### src/rtl/pingpong_dma_chan.sv
module pingpong_dma_chan #(
  parameter int AW = 32,
  parameter int DW = 32,
  parameter int CW = 13
) (
  input  logic          clk,
  input  logic          rst_n,
  input  logic          host_we,
  input  logic [2:0]    host_addr,
  input  logic [DW-1:0] host_wdata,
  output logic [DW-1:0] host_rdata,
  output logic          mem_req,
  output logic          mem_we,
  output logic [AW-1:0] mem_addr,
  output logic [4:0]    mem_bytes,
  input  logic          mem_ack,
  input  logic          mem_err,
  input  logic          per_req,
  output logic          per_ack,
  output logic          irq
);

  localparam logic [2:0] IX_CFG = 3'd0, IX_SET = 3'd1, IX_CLR = 3'd2, IX_STAT = 3'd3;
  localparam logic [2:0] IX_SA = 3'd4, IX_CA = 3'd5, IX_SB = 3'd6, IX_CB = 3'd7;

  logic [DW-1:0] cfg;
  logic          run, ie, err_f, biu, busy;
  logic [1:0]    done, strt;
  logic [AW-1:0] s_addr [2];
  logic [CW-1:0] s_cnt  [2];

  logic          act;
  logic [CW-1:0] act_cnt, new_cnt, burst_c;
  logic [4:0]    burst;
  logic [7:0]    stat, ws, wc;
  logic          go, zero_done, issue, beat_ok, beat_err, finish;

  assign act       = biu;
  assign act_cnt   = s_cnt[act];
  assign burst     = 5'd4 << (2'(cfg[2]) + 2'(cfg[3]));
  assign burst_c   = CW'(burst);
  assign new_cnt   = (act_cnt > burst_c) ? act_cnt - burst_c : '0;
  assign go        = run && strt[act] && !busy;
  assign zero_done = go && (act_cnt == '0);
  assign issue     = go && (act_cnt != '0) && per_req;
  assign beat_ok   = busy && mem_ack;
  assign beat_err  = busy && mem_err && !mem_ack;
  assign finish    = zero_done || (beat_ok && new_cnt == '0);

  assign stat = {biu, strt[1], done[1], strt[0], done[0], err_f, ie, run};
  assign ws   = (host_we && host_addr == IX_SET) ? host_wdata[7:0] : 8'h00;
  assign wc   = (host_we && host_addr == IX_CLR) ? host_wdata[7:0] : 8'h00;

  assign mem_req   = busy;
  assign mem_we    = cfg[0];
  assign mem_bytes = burst;
  assign per_ack   = beat_ok;
  assign irq       = ie && (err_f || done[0] || done[1]);

  always_ff @(posedge clk or negedge rst_n) begin
    if (!rst_n) begin
      cfg <= '0;
    end else if (host_we && host_addr == IX_CFG) begin
      cfg <= host_wdata;
    end
  end

  always_ff @(posedge clk or negedge rst_n) begin
    if (!rst_n) begin
      run   <= 1'b0;
      ie    <= 1'b0;
      err_f <= 1'b0;
      done  <= '0;
      strt  <= '0;
      biu   <= 1'b0;
    end else begin
      if (beat_err)   run <= 1'b0;
      else if (ws[0]) run <= 1'b1;
      else if (wc[0]) run <= 1'b0;

      if (ws[1])      ie <= 1'b1;
      else if (wc[1]) ie <= 1'b0;

      if (beat_err)   err_f <= 1'b1;
      else if (ws[2]) err_f <= 1'b1;
      else if (wc[2]) err_f <= 1'b0;

      for (int i = 0; i < 2; i++) begin
        if (finish && act == 1'(i))  done[i] <= 1'b1;
        else if (ws[3 + 2*i])        done[i] <= 1'b1;
        else if (wc[3 + 2*i])        done[i] <= 1'b0;

        if (ws[4 + 2*i])             strt[i] <= 1'b1;
        else if (finish && act == 1'(i)) strt[i] <= 1'b0;
        else if (wc[4 + 2*i])        strt[i] <= 1'b0;
      end

      if (finish) biu <= ~biu;
    end
  end

  always_ff @(posedge clk or negedge rst_n) begin
    if (!rst_n) begin
      for (int i = 0; i < 2; i++) begin
        s_addr[i] <= '0;
        s_cnt[i]  <= '0;
      end
    end else begin
      for (int i = 0; i < 2; i++) begin
        if (host_we && host_addr == IX_SA + 3'(2*i))
          s_addr[i] <= {host_wdata[AW-1:2], 2'b00};
        else if (beat_ok && act == 1'(i))
          s_addr[i] <= s_addr[i] + AW'(burst);

        if (host_we && host_addr == IX_CA + 3'(2*i))
          s_cnt[i] <= host_wdata[CW-1:0];
        else if (beat_ok && act == 1'(i))
          s_cnt[i] <= new_cnt;
      end
    end
  end

  always_ff @(posedge clk or negedge rst_n) begin
    if (!rst_n) begin
      busy     <= 1'b0;
      mem_addr <= '0;
    end else if (issue) begin
      busy     <= 1'b1;
      mem_addr <= s_addr[act];
    end else if (beat_ok || beat_err) begin
      busy     <= 1'b0;
    end
  end

  always_comb begin
    case (host_addr)
      IX_CFG:  host_rdata = cfg;
      IX_STAT: host_rdata = DW'(stat);
      IX_SA:   host_rdata = DW'(s_addr[0]);
      IX_CA:   host_rdata = DW'(s_cnt[0]);
      IX_SB:   host_rdata = DW'(s_addr[1]);
      IX_CB:   host_rdata = DW'(s_cnt[1]);
      default: host_rdata = '0;
    endcase
  end

  AST_REQ_NEEDS_RUN: assert property (@(posedge clk) disable iff (!rst_n)
    $rose(mem_req) |-> $past(run));

  AST_REQ_HELD: assert property (@(posedge clk) disable iff (!rst_n)
    (mem_req && !mem_ack && !mem_err) |=> mem_req);

  AST_ERR_HALTS: assert property (@(posedge clk) disable iff (!rst_n)
    (mem_req && mem_err && !mem_ack) |=> (err_f && !run));

  AST_LAST_BEAT_SWITCH: assert property (@(posedge clk) disable iff (!rst_n)
    (mem_req && mem_ack && act_cnt <= burst_c) |=> (biu != $past(biu)));

  AST_NO_EMPTY_REQ: assert property (@(posedge clk) disable iff (!rst_n)
    $rose(mem_req) |-> ($past(act_cnt) != '0));

endmodule

### config.mk
export PLATFORM = sky130hd
export DESIGN_NAME = pingpong_dma_chan
export DESIGN_NICKNAME = d
export VERILOG_FILES = /design/src/rtl/pingpong_dma_chan.sv
export SDC_FILE = /design/constraint.sdc
export NUM_CORES = 1
export LEC_CHECK = 0
export BUFFER_PORTS_ARGS = -buffer_cell sky130_fd_sc_hd__buf_4
export CAP_MARGIN = 20
export CORE_MARGIN = 2
export CORE_UTILIZATION = 55
export CTS_BUF_LIST = sky130_fd_sc_hd__clkbuf_4 sky130_fd_sc_hd__clkbuf_8
export CTS_CLUSTER_SIZE = 10
export DETAILED_ROUTE_END_ITERATION = 8
export GPL_TIMING_DRIVEN = 0
export PLACE_DENSITY = 0.79
export SYNTH_ARGS = -nofsm -noshare
export SYNTH_HDL_FRONTEND = slang
export SYNTH_SLANG_ARGS = --single-unit
### constraint.sdc
create_clock -name clk -period 3.56 [get_ports clk]
set_clock_uncertainty 0.1 [all_clocks]
set_input_delay 0.356 -clock clk [delete_from_list [all_inputs] [get_ports clk]]
set_output_delay 0.356 -clock clk [all_outputs]
set_load 0.02 [all_outputs]
==> flow_results.xml, run 1 <==
<?xml version="1.0" encoding="UTF-8"?>
<metrics>
  <group name="outcome">
    <metric name="run_status" unit="">finished, final reports clean</metric>
  </group>
  <group name="die">
    <metric name="floorplan.die.width" unit="um">135</metric>
    <metric name="top_level_ports" unit="">114</metric>
    <metric name="core" unit="um2">16600</metric>
    <metric name="initial_core_util" unit="%">56.5</metric>
    <metric name="core.rowCount" unit="">47</metric>
    <metric name="design.die.area" unit="um2">18100</metric>
    <metric name="dieHeight" unit="um">135</metric>
  </group>
  <group name="clocking">
    <metric name="cts.htree.levels" unit="">4</metric>
    <metric name="ctsLongestPathBuffers" unit="">2</metric>
    <metric name="cts-buffers-inserted" unit="">17</metric>
    <metric name="clock_insertion_delay_worst_skew" unit="ps">480</metric>
    <metric name="clk_pin_slew_worst_paths" unit="ps">90</metric>
    <metric name="tritoncts_sinks" unit="">157</metric>
    <metric name="clock-root-buffer" unit="">sky130_fd_sc_hd__clkbuf_8</metric>
    <metric name="tritoncts_clock_tree" unit="">done</metric>
  </group>
  <group name="synth">
    <metric name="synth-simple-area-share" unit="%">18.5</metric>
    <metric name="seq_area_frac_synth" unit="%">41.8</metric>
    <metric name="avgSynthCellArea" unit="um2">9.12</metric>
    <metric name="synth_area_leader_cell" unit="">sky130_fd_sc_hd__dfrtp_1</metric>
    <metric name="synth-seq-cells" unit="">157</metric>
    <metric name="synth-async-reset-ratio" unit="%">100</metric>
    <metric name="post_synth_instance_area" unit="um2">9400</metric>
    <metric name="synth.distinct_cells" unit="">63</metric>
    <metric name="synth-compound-area-share" unit="%">15.0</metric>
    <metric name="synthTopCellsByArea" unit="">sky130_fd_sc_hd__dfrtp_1 (42%), sky130_fd_sc_hd__mux2_2 (11%), sky130_fd_sc_hd__nand2_1 (4.7%), sky130_fd_sc_hd__o21ai_0 (4.2%), sky130_fd_sc_hd__nor2_1 (4.2%)</metric>
    <metric name="synth_edf_count" unit="">0</metric>
    <metric name="area_share_of_the_largest_cell_type_after_synthesis" unit="%">41.8</metric>
    <metric name="post_synth_fa_ha_maj_area_fraction" unit="%">1.89</metric>
    <metric name="post_synth_xor_area_fraction" unit="%">4.10</metric>
    <metric name="yosys_warnings" unit="">0</metric>
    <metric name="synth.area.mux_share" unit="%">14.7</metric>
    <metric name="yosys_most_used_dff" unit="">sky130_fd_sc_hd__dfrtp_1</metric>
    <metric name="synth_top_family_by_area" unit="">simple AND/OR/NAND/NOR gates</metric>
    <metric name="postSynthCellCount" unit="">1030</metric>
  </group>
  <group name="placement">
    <metric name="detailed_place.area" unit="um2">10500</metric>
    <metric name="routabilityCongestion" unit="">0.994</metric>
    <metric name="placed_cells_incl_taps" unit="">1363</metric>
    <metric name="detailedPlacementHpwl" unit="um">21200</metric>
    <metric name="port-buffer-count" unit="">108</metric>
  </group>
  <group name="critical_path">
    <metric name="critical-path-max-stage-delay" unit="ps">400</metric>
    <metric name="cp-startpoint" unit="">act</metric>
    <metric name="timing.critical_path.required" unit="ps">3830</metric>
    <metric name="regToRegStartpoint" unit="">act</metric>
    <metric name="cpLargestDelayFamily" unit="">compound AO/OA/AOI/OAI gates</metric>
    <metric name="cp_cell_sequence" unit="">buf_6, clkbuf_8, clkbuf_4, mux2_2, ha_1, o211ai_1, and2_0, clkbuf_2, o21ai_1, a211o_1, a32o_1</metric>
    <metric name="critical_path_arrival" unit="ps">3730</metric>
    <metric name="critical_path.max_fanout" unit="">10</metric>
    <metric name="critPathCaptureType" unit="">register</metric>
    <metric name="path_class" unit="">reg2reg</metric>
    <metric name="cell_type_of_the_slowest_stage_on_the_worst_timing_path" unit="">sky130_fd_sc_hd__dfrtp_2</metric>
    <metric name="critPathLaunchType" unit="">register</metric>
    <metric name="critical_path.n_buffers_inverters" unit="">4</metric>
  </group>
  <group name="global_route">
    <metric name="antenna_found_initial" unit="">0</metric>
    <metric name="globalRouteMet2Util" unit="%">49.7</metric>
    <metric name="gr-usage-met3" unit="%">6.61</metric>
    <metric name="global_route.usage.met1" unit="%">45.4</metric>
    <metric name="grt_overflow_total" unit="">0</metric>
    <metric name="largest_net_degree_at_the_start_of_global_routing" unit="">106</metric>
    <metric name="number_of_global_route_vias_before_repair" unit="">8292</metric>
    <metric name="first_pass_grt_wire_length" unit="um">45600</metric>
    <metric name="globalRouteTotalUtil" unit="%">32.9</metric>
    <metric name="grt_most_used_layer" unit="">met2</metric>
  </group>
  <group name="sta">
    <metric name="slew_headroom" unit="%">31.0</metric>
    <metric name="rsz0062_at_grt" unit="">false</metric>
    <metric name="timing.final.setup_violations" unit="">0</metric>
    <metric name="period_needed" unit="ps">3460</metric>
    <metric name="final_min_period_over_clock_period" unit="%">97.3</metric>
    <metric name="fmax" unit="MHz">289</metric>
    <metric name="fin_worst_hold_slack" unit="ps">13.3</metric>
    <metric name="timing.setup.tns" unit="ps">0</metric>
    <metric name="slew_violations" unit="">0</metric>
    <metric name="transition_time_of_the_tightest_slew_check_pin" unit="ps">1030</metric>
    <metric name="finalHoldViolCount" unit="">0</metric>
  </group>
  <group name="hold_path">
    <metric name="hold_path_class" unit="">in2reg</metric>
    <metric name="holdCritStartpoint" unit="">host_wdata[17]</metric>
  </group>
  <group name="detailed_routing">
    <metric name="post_drt_via_cell_ratio" unit="">6.35</metric>
    <metric name="totalWireLength" unit="um">29500</metric>
    <metric name="residual_drc_count" unit="">0</metric>
    <metric name="detailedRoute.firstPassIterationCount" unit="">9</metric>
    <metric name="postRouteAntennaNets" unit="">0</metric>
    <metric name="detailroute.via_count" unit="">8923</metric>
    <metric name="detailedRoute.firstIterationViolations" unit="">965</metric>
    <metric name="wl_per_cell" unit="um">21.0</metric>
  </group>
  <group name="layout">
    <metric name="post_route_insts_no_fill" unit="">1405</metric>
    <metric name="antenna_cells" unit="">0</metric>
    <metric name="area_growth_syn_to_layout" unit="%">17.3</metric>
    <metric name="layout.nets" unit="">1227</metric>
    <metric name="final_cell_area" unit="um2">11000</metric>
    <metric name="share_of_cells_above_drive_strength_1" unit="%">22.5</metric>
  </group>
  <group name="flow_run">
    <metric name="timing.max_cap.violations" unit="">0</metric>
  </group>
  <group name="power_and_ir_drop">
    <metric name="leakage" unit="uW">0.00453</metric>
    <metric name="design_power_total" unit="uW">6520</metric>
    <metric name="ir_worst_vdd" unit="uV">368</metric>
    <metric name="power_per_cell_area" unit="nW/um2">592</metric>
  </group>
</metrics>
-- worst paths after layout --
path | end | slack, ps | cells after the start
max | strt[0] | 100 | 11
min | s_addr[17] | 10 | 3
max reg2reg | strt[0] | 100 | 11
min reg2reg | mem_addr[31] | 410 | 1
max in group asynchronous | mem_addr[24] | 2210 | 3
min in group asynchronous | s_cnt[22] | 270 | 2
-- synth_stat cells, types with 3 or more instances --
| cell type | n |
|---|---|
| sky130_fd_sc_hd__dfrtp_1 | 157 |
| sky130_fd_sc_hd__nand2_1 | 117 |
| sky130_fd_sc_hd__nor2_1 | 104 |
| sky130_fd_sc_hd__mux2_2 | 95 |
| sky130_fd_sc_hd__o21ai_0 | 78 |
| sky130_fd_sc_hd__a21oi_1 | 52 |
| sky130_fd_sc_hd__clkbuf_1 | 46 |
| sky130_fd_sc_hd__xnor2_1 | 38 |
| sky130_fd_sc_hd__mux2i_1 | 31 |
| sky130_fd_sc_hd__nand3_1 | 30 |
| sky130_fd_sc_hd__nor3_1 | 27 |
| sky130_fd_sc_hd__inv_1 | 25 |
| sky130_fd_sc_hd__nor4_1 | 20 |
| sky130_fd_sc_hd__a22oi_1 | 18 |
| sky130_fd_sc_hd__a31oi_1 | 17 |
| sky130_fd_sc_hd__ha_1 | 11 |
| sky130_fd_sc_hd__or3_1 | 11 |
| sky130_fd_sc_hd__buf_1 | 10 |
| sky130_fd_sc_hd__o211ai_1 | 10 |
| sky130_fd_sc_hd__and3_1 | 7 |
| sky130_fd_sc_hd__o22ai_1 | 7 |
| sky130_fd_sc_hd__a21o_1 | 6 |
| sky130_fd_sc_hd__buf_2 | 6 |
| sky130_fd_sc_hd__nand2b_1 | 6 |
| sky130_fd_sc_hd__o21a_1 | 6 |
| sky130_fd_sc_hd__or2_2 | 6 |
| sky130_fd_sc_hd__or4_1 | 6 |
| sky130_fd_sc_hd__xor2_1 | 6 |
| sky130_fd_sc_hd__and2_1 | 5 |
| sky130_fd_sc_hd__nand4_1 | 5 |
| sky130_fd_sc_hd__nor2b_1 | 5 |
| sky130_fd_sc_hd__a221oi_1 | 4 |
| sky130_fd_sc_hd__buf_4 | 4 |
| sky130_fd_sc_hd__nor4b_1 | 4 |
| sky130_fd_sc_hd__o311ai_0 | 4 |
| sky130_fd_sc_hd__o31ai_1 | 4 |
| sky130_fd_sc_hd__a211oi_1 | 3 |
| sky130_fd_sc_hd__a22o_1 | 3 |
| sky130_fd_sc_hd__and4_1 | 3 |
-- layer usage --
metal  share of wire, %  up-vias
li1                   -     3970
met1                 41     4330
met2                 45      521
met3                9.5      102
met4                4.2        0
met5                  0        -
-- placed cells by master, fill, tap and decap left out, types with 18 or more instances in the layout --
cell type	instances
sky130_fd_sc_hd__a21oi_1	51
sky130_fd_sc_hd__a22oi_1	18
sky130_fd_sc_hd__inv_1	25
sky130_fd_sc_hd__clkbuf_1	41
sky130_fd_sc_hd__dfrtp_1	156
sky130_fd_sc_hd__mux2i_1	31
sky130_fd_sc_hd__o21ai_0	77
sky130_fd_sc_hd__nor2_1	104
sky130_fd_sc_hd__buf_4	114
sky130_fd_sc_hd__nor4_1	20
sky130_fd_sc_hd__nand2_1	117
sky130_fd_sc_hd__xnor2_1	38
sky130_fd_sc_hd__mux2_2	95
sky130_fd_sc_hd__clkbuf_8	18
sky130_fd_sc_hd__nand3_1	30
sky130_fd_sc_hd__nor3_1	27
-- kinds of logic after synthesis --
kind of cell / count (synthesis)
other cells: 1
simple gates: 368
xor+xnor: 44
buf+inv: 92
fa+ha+maj: 13
flops: 157
compound gates: 229
mux: 126
-- final cells by class --
cell class,count,area [um2]
fillers,1343,5630
multi-input cells,784,5110
flip-flops and latches,157,3930
repair buffers,122,963
plain buffers,66,302
well taps,220,275
clock buffers,22,272
inverters,25,93.8
clock inverters,9,67.6
-- what timing repair did --
item                       in CTS  in global routing
pin swaps                       1                  0
hold buffers                    9                  0
buffers inserted                1                  2
resized for setup              11                  3
hold endpoints to repair       65                  0
setup endpoints to repair      31                  7
cloned                          0                  0
-- state kept, by name (all words and copies together), names as in the netlist --
register  count
ie            1
act           1
err_f         1
s_addr       60
mem_addr     30
s_cnt        26
cfg          32
mem_req       1
run           1
strt          2
done          2
-- worst min-delay path, cell delays in order --
cell and delay (ps):
sky130_fd_sc_hd__buf_4 100, sky130_fd_sc_hd__nand2_1 40, sky130_fd_sc_hd__o21ai_0 60
-- report_power, final --
group / switching [uW] / total, uW / internal, uW
logic: 1330 / 2490 / 1150
clock network: 701 / 1220 / 516
registers: 533 / 2820 / 2290
-- metrics by stage --
| step | util [%] | setup slack, ps |
|---|---|---|
| 2_1_floorplan | - | 17.1 |
| 3_3_place_gp | 63.1 | -1130 |
| 3_5_place_dp | 63.3 | -1200 |
| 4_1_cts | 66.1 | 4.91 |
| 5_1_grt | 66.2 | 17.0 |
| 6_report | 66.2 | 96.7 |
No activity file was read; power rests on OpenSTA's default activity.
==> run 2, diff against run 1 <==
--- a/config.mk
+++ b/config.mk
@@ -14,6 +14,7 @@
 export DETAILED_ROUTE_END_ITERATION = 8
 export GPL_TIMING_DRIVEN = 0
 export PLACE_DENSITY = 0.79
+export RECOVER_POWER = 100
 export SYNTH_ARGS = -nofsm -noshare
 export SYNTH_HDL_FRONTEND = slang
 export SYNTH_SLANG_ARGS = --single-unit
==> flow_results.xml, run 2 (synthesized netlist as in run 1, its figures left out) <==
<?xml version="1.0" encoding="UTF-8"?>
<metrics>
  <group name="outcome">
    <metric name="run_status" unit="">finished, violations left</metric>
    <metric name="violated_checks" unit="">capacitance limit, slew limit</metric>
  </group>
  <group name="power_and_ir_drop">
    <metric name="power_switching" unit="uW">2550</metric>
    <metric name="pwr-share-comb" unit="%">36.4</metric>
    <metric name="netSwitchingFraction" unit="%">40.3</metric>
    <metric name="leakage" unit="uW">0.00430</metric>
    <metric name="ir_worst_vdd" unit="uV">333</metric>
    <metric name="p_clk_share" unit="%">19.2</metric>
    <metric name="design_power_total" unit="uW">6330</metric>
    <metric name="power_per_cell_area" unit="nW/um2">587</metric>
    <metric name="power.internal" unit="uW">3780</metric>
    <metric name="power.share.sequential" unit="%">44.4</metric>
  </group>
  <group name="sta">
    <metric name="finalHoldViolCount" unit="">0</metric>
    <metric name="timing.setup.tns" unit="ps">0</metric>
    <metric name="timing.final.setup_violations" unit="">0</metric>
    <metric name="final_min_period_over_clock_period" unit="%">97.4</metric>
    <metric name="slew_violations" unit="">53</metric>
    <metric name="fin_worst_hold_slack" unit="ps">14.5</metric>
    <metric name="rsz0062_at_grt" unit="">false</metric>
    <metric name="slew_headroom" unit="%">-67.4</metric>
    <metric name="fmax" unit="MHz">288</metric>
    <metric name="period_needed" unit="ps">3470</metric>
    <metric name="transition_time_of_the_tightest_slew_check_pin" unit="ps">2510</metric>
  </group>
  <group name="clocking">
    <metric name="tritoncts_sinks" unit="">157</metric>
    <metric name="ctsLongestPathBuffers" unit="">2</metric>
    <metric name="clk_pin_slew_worst_paths" unit="ps">90</metric>
    <metric name="tritoncts_clock_tree" unit="">done</metric>
    <metric name="cts.htree.levels" unit="">4</metric>
    <metric name="cts-buffers-inserted" unit="">17</metric>
    <metric name="clock-root-buffer" unit="">sky130_fd_sc_hd__clkbuf_8</metric>
    <metric name="clock_insertion_delay_worst_skew" unit="ps">480</metric>
  </group>
  <group name="layout">
    <metric name="top_regs" unit="">s_addr: 60 flops, cfg: 32 flops, mem_addr: 30 flops</metric>
    <metric name="layout_common_cells" unit="">sky130_fd_sc_hd__dfrtp_1 (156), sky130_fd_sc_hd__nand2_1 (117), sky130_fd_sc_hd__clkbuf_1 (104), sky130_fd_sc_hd__nor2_1 (104), sky130_fd_sc_hd__mux2_2 (94)</metric>
    <metric name="share_of_cells_above_drive_strength_1" unit="%">17.3</metric>
    <metric name="largest_reg_flops" unit="">60</metric>
    <metric name="final_core_utilization" unit="%">64.8</metric>
    <metric name="layout.nets" unit="">1227</metric>
    <metric name="regArea" unit="um2">3930</metric>
    <metric name="area_growth_syn_to_layout" unit="%">14.8</metric>
    <metric name="antenna_cells" unit="">0</metric>
    <metric name="largest-register" unit="">s_addr</metric>
    <metric name="layout.filler_cells" unit="">1422</metric>
    <metric name="layout_commonest_cell" unit="">sky130_fd_sc_hd__dfrtp_1</metric>
    <metric name="multi_input_area" unit="um2">5110</metric>
  </group>
  <group name="flow_run">
    <metric name="timing.max_cap.violations" unit="">1</metric>
  </group>
  <group name="critical_path">
    <metric name="path_class" unit="">reg2reg</metric>
    <metric name="critPathLaunchType" unit="">register</metric>
    <metric name="cell_type_of_the_slowest_stage_on_the_worst_timing_path" unit="">sky130_fd_sc_hd__dfrtp_2</metric>
    <metric name="critical_path.n_buffers_inverters" unit="">4</metric>
    <metric name="critPathCaptureType" unit="">register</metric>
    <metric name="critical_path_arrival" unit="ps">3730</metric>
    <metric name="timing.critical_path.required" unit="ps">3820</metric>
    <metric name="critical_path.max_fanout" unit="">10</metric>
    <metric name="critical-path-max-stage-delay" unit="ps">400</metric>
    <metric name="cpLargestDelayFamily" unit="">compound AO/OA/AOI/OAI gates</metric>
    <metric name="cp_cell_sequence" unit="">buf_6, clkbuf_8, clkbuf_4, mux2_2, ha_1, o211ai_1, and2_0, clkbuf_2, o21ai_1, a211o_1, a32o_1</metric>
  </group>
  <group name="detailed_routing">
    <metric name="postRouteAntennaNets" unit="">0</metric>
    <metric name="totalWireLength" unit="um">29500</metric>
    <metric name="post_drt_via_cell_ratio" unit="">6.27</metric>
    <metric name="wl_per_cell" unit="um">21.0</metric>
    <metric name="residual_drc_count" unit="">0</metric>
    <metric name="detailroute.via_count" unit="">8811</metric>
    <metric name="detailedRoute.firstIterationViolations" unit="">982</metric>
    <metric name="detailedRoute.firstPassIterationCount" unit="">6</metric>
  </group>
  <group name="placement">
    <metric name="port-buffer-count" unit="">108</metric>
    <metric name="routabilityCongestion" unit="">0.994</metric>
    <metric name="detailedPlacementHpwl" unit="um">21200</metric>
  </group>
  <group name="die">
    <metric name="core" unit="um2">16600</metric>
    <metric name="initial_core_util" unit="%">56.5</metric>
    <metric name="design.die.area" unit="um2">18100</metric>
    <metric name="core.rowCount" unit="">47</metric>
    <metric name="top_level_ports" unit="">114</metric>
    <metric name="floorplan.die.width" unit="um">135</metric>
    <metric name="dieHeight" unit="um">135</metric>
  </group>
  <group name="global_route">
    <metric name="antenna_found_initial" unit="">0</metric>
    <metric name="first_pass_grt_wire_length" unit="um">45600</metric>
    <metric name="globalRouteTotalUtil" unit="%">32.9</metric>
    <metric name="largest_net_degree_at_the_start_of_global_routing" unit="">106</metric>
    <metric name="number_of_global_route_vias_before_repair" unit="">8292</metric>
    <metric name="grt_overflow_total" unit="">0</metric>
  </group>
  <group name="hold_path">
    <metric name="hold_path_class" unit="">in2reg</metric>
  </group>
</metrics>
[run 2: what timing repair did]
item                                    CTS  global route
resized for setup                        11             3
pin swaps                                 1             0
hold buffers                              9             0
endpoints found under the hold margin    65             0
endpoints found under the setup margin   31             7
buffers inserted                          1             2
[run 2: metrics by stage]
| stage | cell area (um2) | cells | worst slack [ps] |
|---|---|---|---|
| final | 10800 | 1405 | 91.3 |
| after global routing | 10800 | 1405 | 12.0 |
| after CTS | 11000 | 1403 | 4.91 |
| after detailed placement | 10500 | 1363 | -1200 |
| after global placement | 10500 | 1361 | -1130 |
| after floorplan | 9410 | 1033 | 17.1 |
[run 2: worst register-to-register path, delay by kind of cell, from the launching register on]
family | cells | cell delay, ps
buffers and inverters | 4 | 930
flip-flops | 1 | 400
adder cells (fa/ha/maj) | 1 | 370
multiplexers | 1 | 360
AND/OR/NAND/NOR | 1 | 160
AO/OA/AOI/OAI | 4 | 1050
[run 2: power groups by stage]
stage,Clock (uW),Sequential [uW],Combinational [uW]
finish,1210,2810,2300
global route,1280,2870,2490
CTS,1220,2800,2460
detailed placement,0,2830,2410
global placement,0,2810,2350
floorplan,0,2880,1420
[run 2: per-layer routing]
layer,global-route usage (%),share of wire [%]
met4,15.9,3.7
met1,45.4,42
met2,49.7,46
met3,6.61,8.8
met5,0,0
[run 2: cell type report]
cell class                      instances  area share, %
Inverter                               25          0.870
Clock buffer                           22           2.52
Tap cell                              220           2.55
Multi-Input combinational cell        784           47.4
Timing Repair Buffer                  122           6.92
Sequential cell                       157           36.4
Buffer                                 66           2.71
Clock inverter                          9          0.626
[run 2: path summary, 6_finish.rpt]
check | to | start | cells past startpoint | slack [ps]
worst max register to register | strt[0] | act | 11 | 90
worst min-delay path | s_addr[24] | host_wdata[24] | 3 | 10
worst max-delay path | strt[0] | act | 11 | 90
max in group asynchronous | act | rst_n | 3 | 590
min in group asynchronous | s_cnt[22] | rst_n | 2 | 1290
worst min register to register | cfg[31] | cfg[31] | 1 | 410
==> run 3, diff against run 2 <==
--- a/config.mk
+++ b/config.mk
@@ -7,6 +7,7 @@
 export LEC_CHECK = 0
 export BUFFER_PORTS_ARGS = -buffer_cell sky130_fd_sc_hd__buf_4
 export CAP_MARGIN = 20
+export CORE_ASPECT_RATIO = 0.7
 export CORE_MARGIN = 2
 export CORE_UTILIZATION = 55
 export CTS_BUF_LIST = sky130_fd_sc_hd__clkbuf_4 sky130_fd_sc_hd__clkbuf_8
==> flow_results.xml, run 3 (synthesized netlist as in run 1, its figures left out) <==
<?xml version="1.0" encoding="UTF-8"?>
<metrics>
  <group name="sta">
    <metric name="finalHoldViolCount" unit="">0</metric>
    <metric name="slew_violations" unit="">57</metric>
    <metric name="slew_headroom" unit="%">-0.542</metric>
    <metric name="transition_time_of_the_tightest_slew_check_pin" unit="ps">1510</metric>
    <metric name="timing.final.setup_violations" unit="">0</metric>
    <metric name="period_needed" unit="ps">3470</metric>
    <metric name="final.setup.worst_slack" unit="ps">91.9</metric>
    <metric name="fmax" unit="MHz">288</metric>
    <metric name="final_min_period_over_clock_period" unit="%">97.4</metric>
    <metric name="fin_worst_hold_slack" unit="ps">11.6</metric>
  </group>
  <group name="critical_path">
    <metric name="critical_path_arrival" unit="ps">3730</metric>
    <metric name="regToRegStartpoint" unit="">act</metric>
    <metric name="critical_path.reg2reg.endpoint" unit="">strt[0]</metric>
    <metric name="critPathCaptureType" unit="">register</metric>
    <metric name="worstSetupPathDepth" unit="">11</metric>
    <metric name="critical_path.n_buffers_inverters" unit="">4</metric>
    <metric name="critPathCapture" unit="">strt[0]</metric>
    <metric name="reg2reg_slack" unit="ps">90</metric>
    <metric name="critPathLaunchType" unit="">register</metric>
    <metric name="cpLargestDelayFamily" unit="">compound AO/OA/AOI/OAI gates</metric>
    <metric name="timing.critical_path.required" unit="ps">3820</metric>
    <metric name="cell_type_of_the_slowest_stage_on_the_worst_timing_path" unit="">sky130_fd_sc_hd__dfrtp_2</metric>
    <metric name="path_class" unit="">reg2reg</metric>
    <metric name="critical_path.max_fanout" unit="">10</metric>
    <metric name="timing.reg2reg.worst_path_depth" unit="">11</metric>
    <metric name="cp_cell_sequence" unit="">buf_6, clkbuf_8, buf_4, mux2_2, ha_1, o211ai_1, and2_0, clkbuf_2, o21ai_0, a211o_1, a32o_1</metric>
    <metric name="cp-startpoint" unit="">act</metric>
    <metric name="critical-path-max-stage-delay" unit="ps">430</metric>
  </group>
  <group name="global_route">
    <metric name="number_of_global_route_vias_before_repair" unit="">8590</metric>
    <metric name="globalRouteTotalUtil" unit="%">34.6</metric>
    <metric name="first_pass_grt_wire_length" unit="um">48100</metric>
    <metric name="antenna_found_initial" unit="">0</metric>
    <metric name="largest_net_degree_at_the_start_of_global_routing" unit="">101</metric>
    <metric name="grt_overflow_total" unit="">0</metric>
  </group>
  <group name="die">
    <metric name="initial_core_util" unit="%">57.0</metric>
    <metric name="dieHeight" unit="um">113</metric>
    <metric name="floorplan.die.width" unit="um">160</metric>
    <metric name="core" unit="um2">16500</metric>
    <metric name="core.rowCount" unit="">39</metric>
    <metric name="top_level_ports" unit="">114</metric>
    <metric name="design.die.area" unit="um2">18200</metric>
  </group>
  <group name="layout">
    <metric name="final_cell_area" unit="um2">10900</metric>
    <metric name="area_growth_syn_to_layout" unit="%">16.0</metric>
    <metric name="layout.filler_cells" unit="">1426</metric>
    <metric name="largest_reg_flops" unit="">60</metric>
    <metric name="layout.nets" unit="">1221</metric>
    <metric name="regArea" unit="um2">3930</metric>
    <metric name="share_of_cells_above_drive_strength_1" unit="%">18.3</metric>
    <metric name="multi_input_area" unit="um2">5110</metric>
    <metric name="antenna_cells" unit="">0</metric>
    <metric name="largest-register" unit="">s_addr</metric>
    <metric name="layout_common_cells" unit="">sky130_fd_sc_hd__dfrtp_1 (156), sky130_fd_sc_hd__nand2_1 (117), sky130_fd_sc_hd__nor2_1 (104)</metric>
    <metric name="layout_commonest_cell" unit="">sky130_fd_sc_hd__dfrtp_1</metric>
    <metric name="top_regs" unit="">s_addr: 60 flops, cfg: 32 flops, mem_addr: 30 flops</metric>
  </group>
  <group name="outcome">
    <metric name="violated_checks" unit="">capacitance limit, slew limit</metric>
    <metric name="run_status" unit="">finished, violations left</metric>
  </group>
  <group name="clocking">
    <metric name="ctsLongestPathBuffers" unit="">2</metric>
    <metric name="tritoncts_sinks" unit="">157</metric>
    <metric name="clock-root-buffer" unit="">sky130_fd_sc_hd__clkbuf_8</metric>
    <metric name="clock_insertion_delay_worst_skew" unit="ps">470</metric>
    <metric name="cts-buffers-inserted" unit="">17</metric>
    <metric name="clk_pin_slew_worst_paths" unit="ps">90</metric>
    <metric name="tritoncts_clock_tree" unit="">done</metric>
    <metric name="cts.htree.levels" unit="">4</metric>
  </group>
  <group name="hold_path">
    <metric name="hold_path_class" unit="">in2reg</metric>
  </group>
  <group name="power_and_ir_drop">
    <metric name="design_power_total" unit="uW">6790</metric>
    <metric name="power_per_cell_area" unit="nW/um2">623</metric>
    <metric name="leakage" unit="uW">0.00439</metric>
    <metric name="ir_worst_vdd" unit="uV">400</metric>
  </group>
  <group name="placement">
    <metric name="pre_cts_ws" unit="ps">-1130</metric>
    <metric name="detailed_place.area" unit="um2">10500</metric>
    <metric name="port-buffer-count" unit="">108</metric>
    <metric name="routabilityCongestion" unit="">0.946</metric>
    <metric name="detailedPlacementHpwl" unit="um">22000</metric>
  </group>
  <group name="detailed_routing">
    <metric name="detailedRoute.firstPassIterationCount" unit="">8</metric>
    <metric name="totalWireLength" unit="um">30500</metric>
    <metric name="postRouteAntennaNets" unit="">0</metric>
    <metric name="residual_drc_count" unit="">0</metric>
    <metric name="detailedRoute.firstIterationViolations" unit="">1301</metric>
    <metric name="wl_per_cell" unit="um">21.7</metric>
    <metric name="detailroute.via_count" unit="">8852</metric>
    <metric name="post_drt_via_cell_ratio" unit="">6.30</metric>
  </group>
  <group name="flow_run">
    <metric name="timing.max_cap.violations" unit="">1</metric>
  </group>
</metrics>
[run 3: cell types whose count changed in the layout (fill, tap and decap cells not counted), sizes merged]
cell	previous run	this run
clkbuf	132	116
buf	68	82
dlygate4sd3	9	2
bufinv	0	6
clkinvlp	6	1
clkinv	2	4
inv	26	28
clkdlybuf4s25	1	0
[run 3: routing by layer]
metal | GRT usage (%) | share of wire [%] | up-vias
met5 | 0 | 0 | -
met4 | 9.25 | 2.0 | 0
met3 | 10.3 | 13 | 60
met2 | 49.9 | 42 | 612
met1 | 51.0 | 43 | 4224
li1 | - | - | 3956
[run 3: worst min-delay path by stage]
stage                            end  slack [ps]           start  cells after the start
after detailed placement      cfg[0]         210           rst_n                      1
after global routing      s_addr[52]          20  host_wdata[20]                      3
after CTS                 s_addr[21]         0.9  host_wdata[21]                      3
final                     s_addr[20]          10  host_wdata[20]                      3
after floorplan                  act         -40           rst_n                      0
after global placement       cfg[22]         390         cfg[22]                      1
[run 3: through the flow]
step	utilization (%)	setup TNS, ps	instances
2_1_floorplan	-	0	1033
5_1_grt	66.1	-14.8	1405
4_1_cts	67.1	0	1402
6_report	66.1	0	1405
3_5_place_dp	63.9	-24490	1368
3_3_place_gp	63.7	-24770	1366
[run 3: layout make-up]
cell class | instances | share of cell area [%]
tap | 225 | 2.58
timing repair buffer | 116 | 6.58
clock inverter | 14 | 2.18
inverter | 25 | 0.861
clock buffer | 18 | 2.22
multi-input combinational | 784 | 46.9
sequential | 157 | 36.0
buffer | 66 | 2.66
[run 3: timing repair]
action,4_1_cts,5_1_grt
setup endpoints to repair,31,11
pin swaps,1,0
endpoints found under the hold margin,58,0
buffers inserted,1,3
gates resized for setup,10,4
hold buffers,2,0
[run 3: worst reg2reg max path, stage by stage, from the launching register on]
cell	delay, ps
sky130_fd_sc_hd__dfrtp_2	430
sky130_fd_sc_hd__buf_6	210
sky130_fd_sc_hd__clkbuf_8	250
sky130_fd_sc_hd__buf_4	260
sky130_fd_sc_hd__mux2_2	370
sky130_fd_sc_hd__ha_1	370
sky130_fd_sc_hd__o211ai_1	240
sky130_fd_sc_hd__and2_0	150
sky130_fd_sc_hd__clkbuf_2	180
sky130_fd_sc_hd__o21ai_0	170
sky130_fd_sc_hd__a211o_1	370
sky130_fd_sc_hd__a32o_1	250
[run 3: where the power goes]
group	total (uW)	switching (uW)	internal (uW)	leakage [uW]
Clock	1640	728	917	0.000241
Combinational	2320	1340	981	0.00225
Sequential	2820	538	2290	0.00191
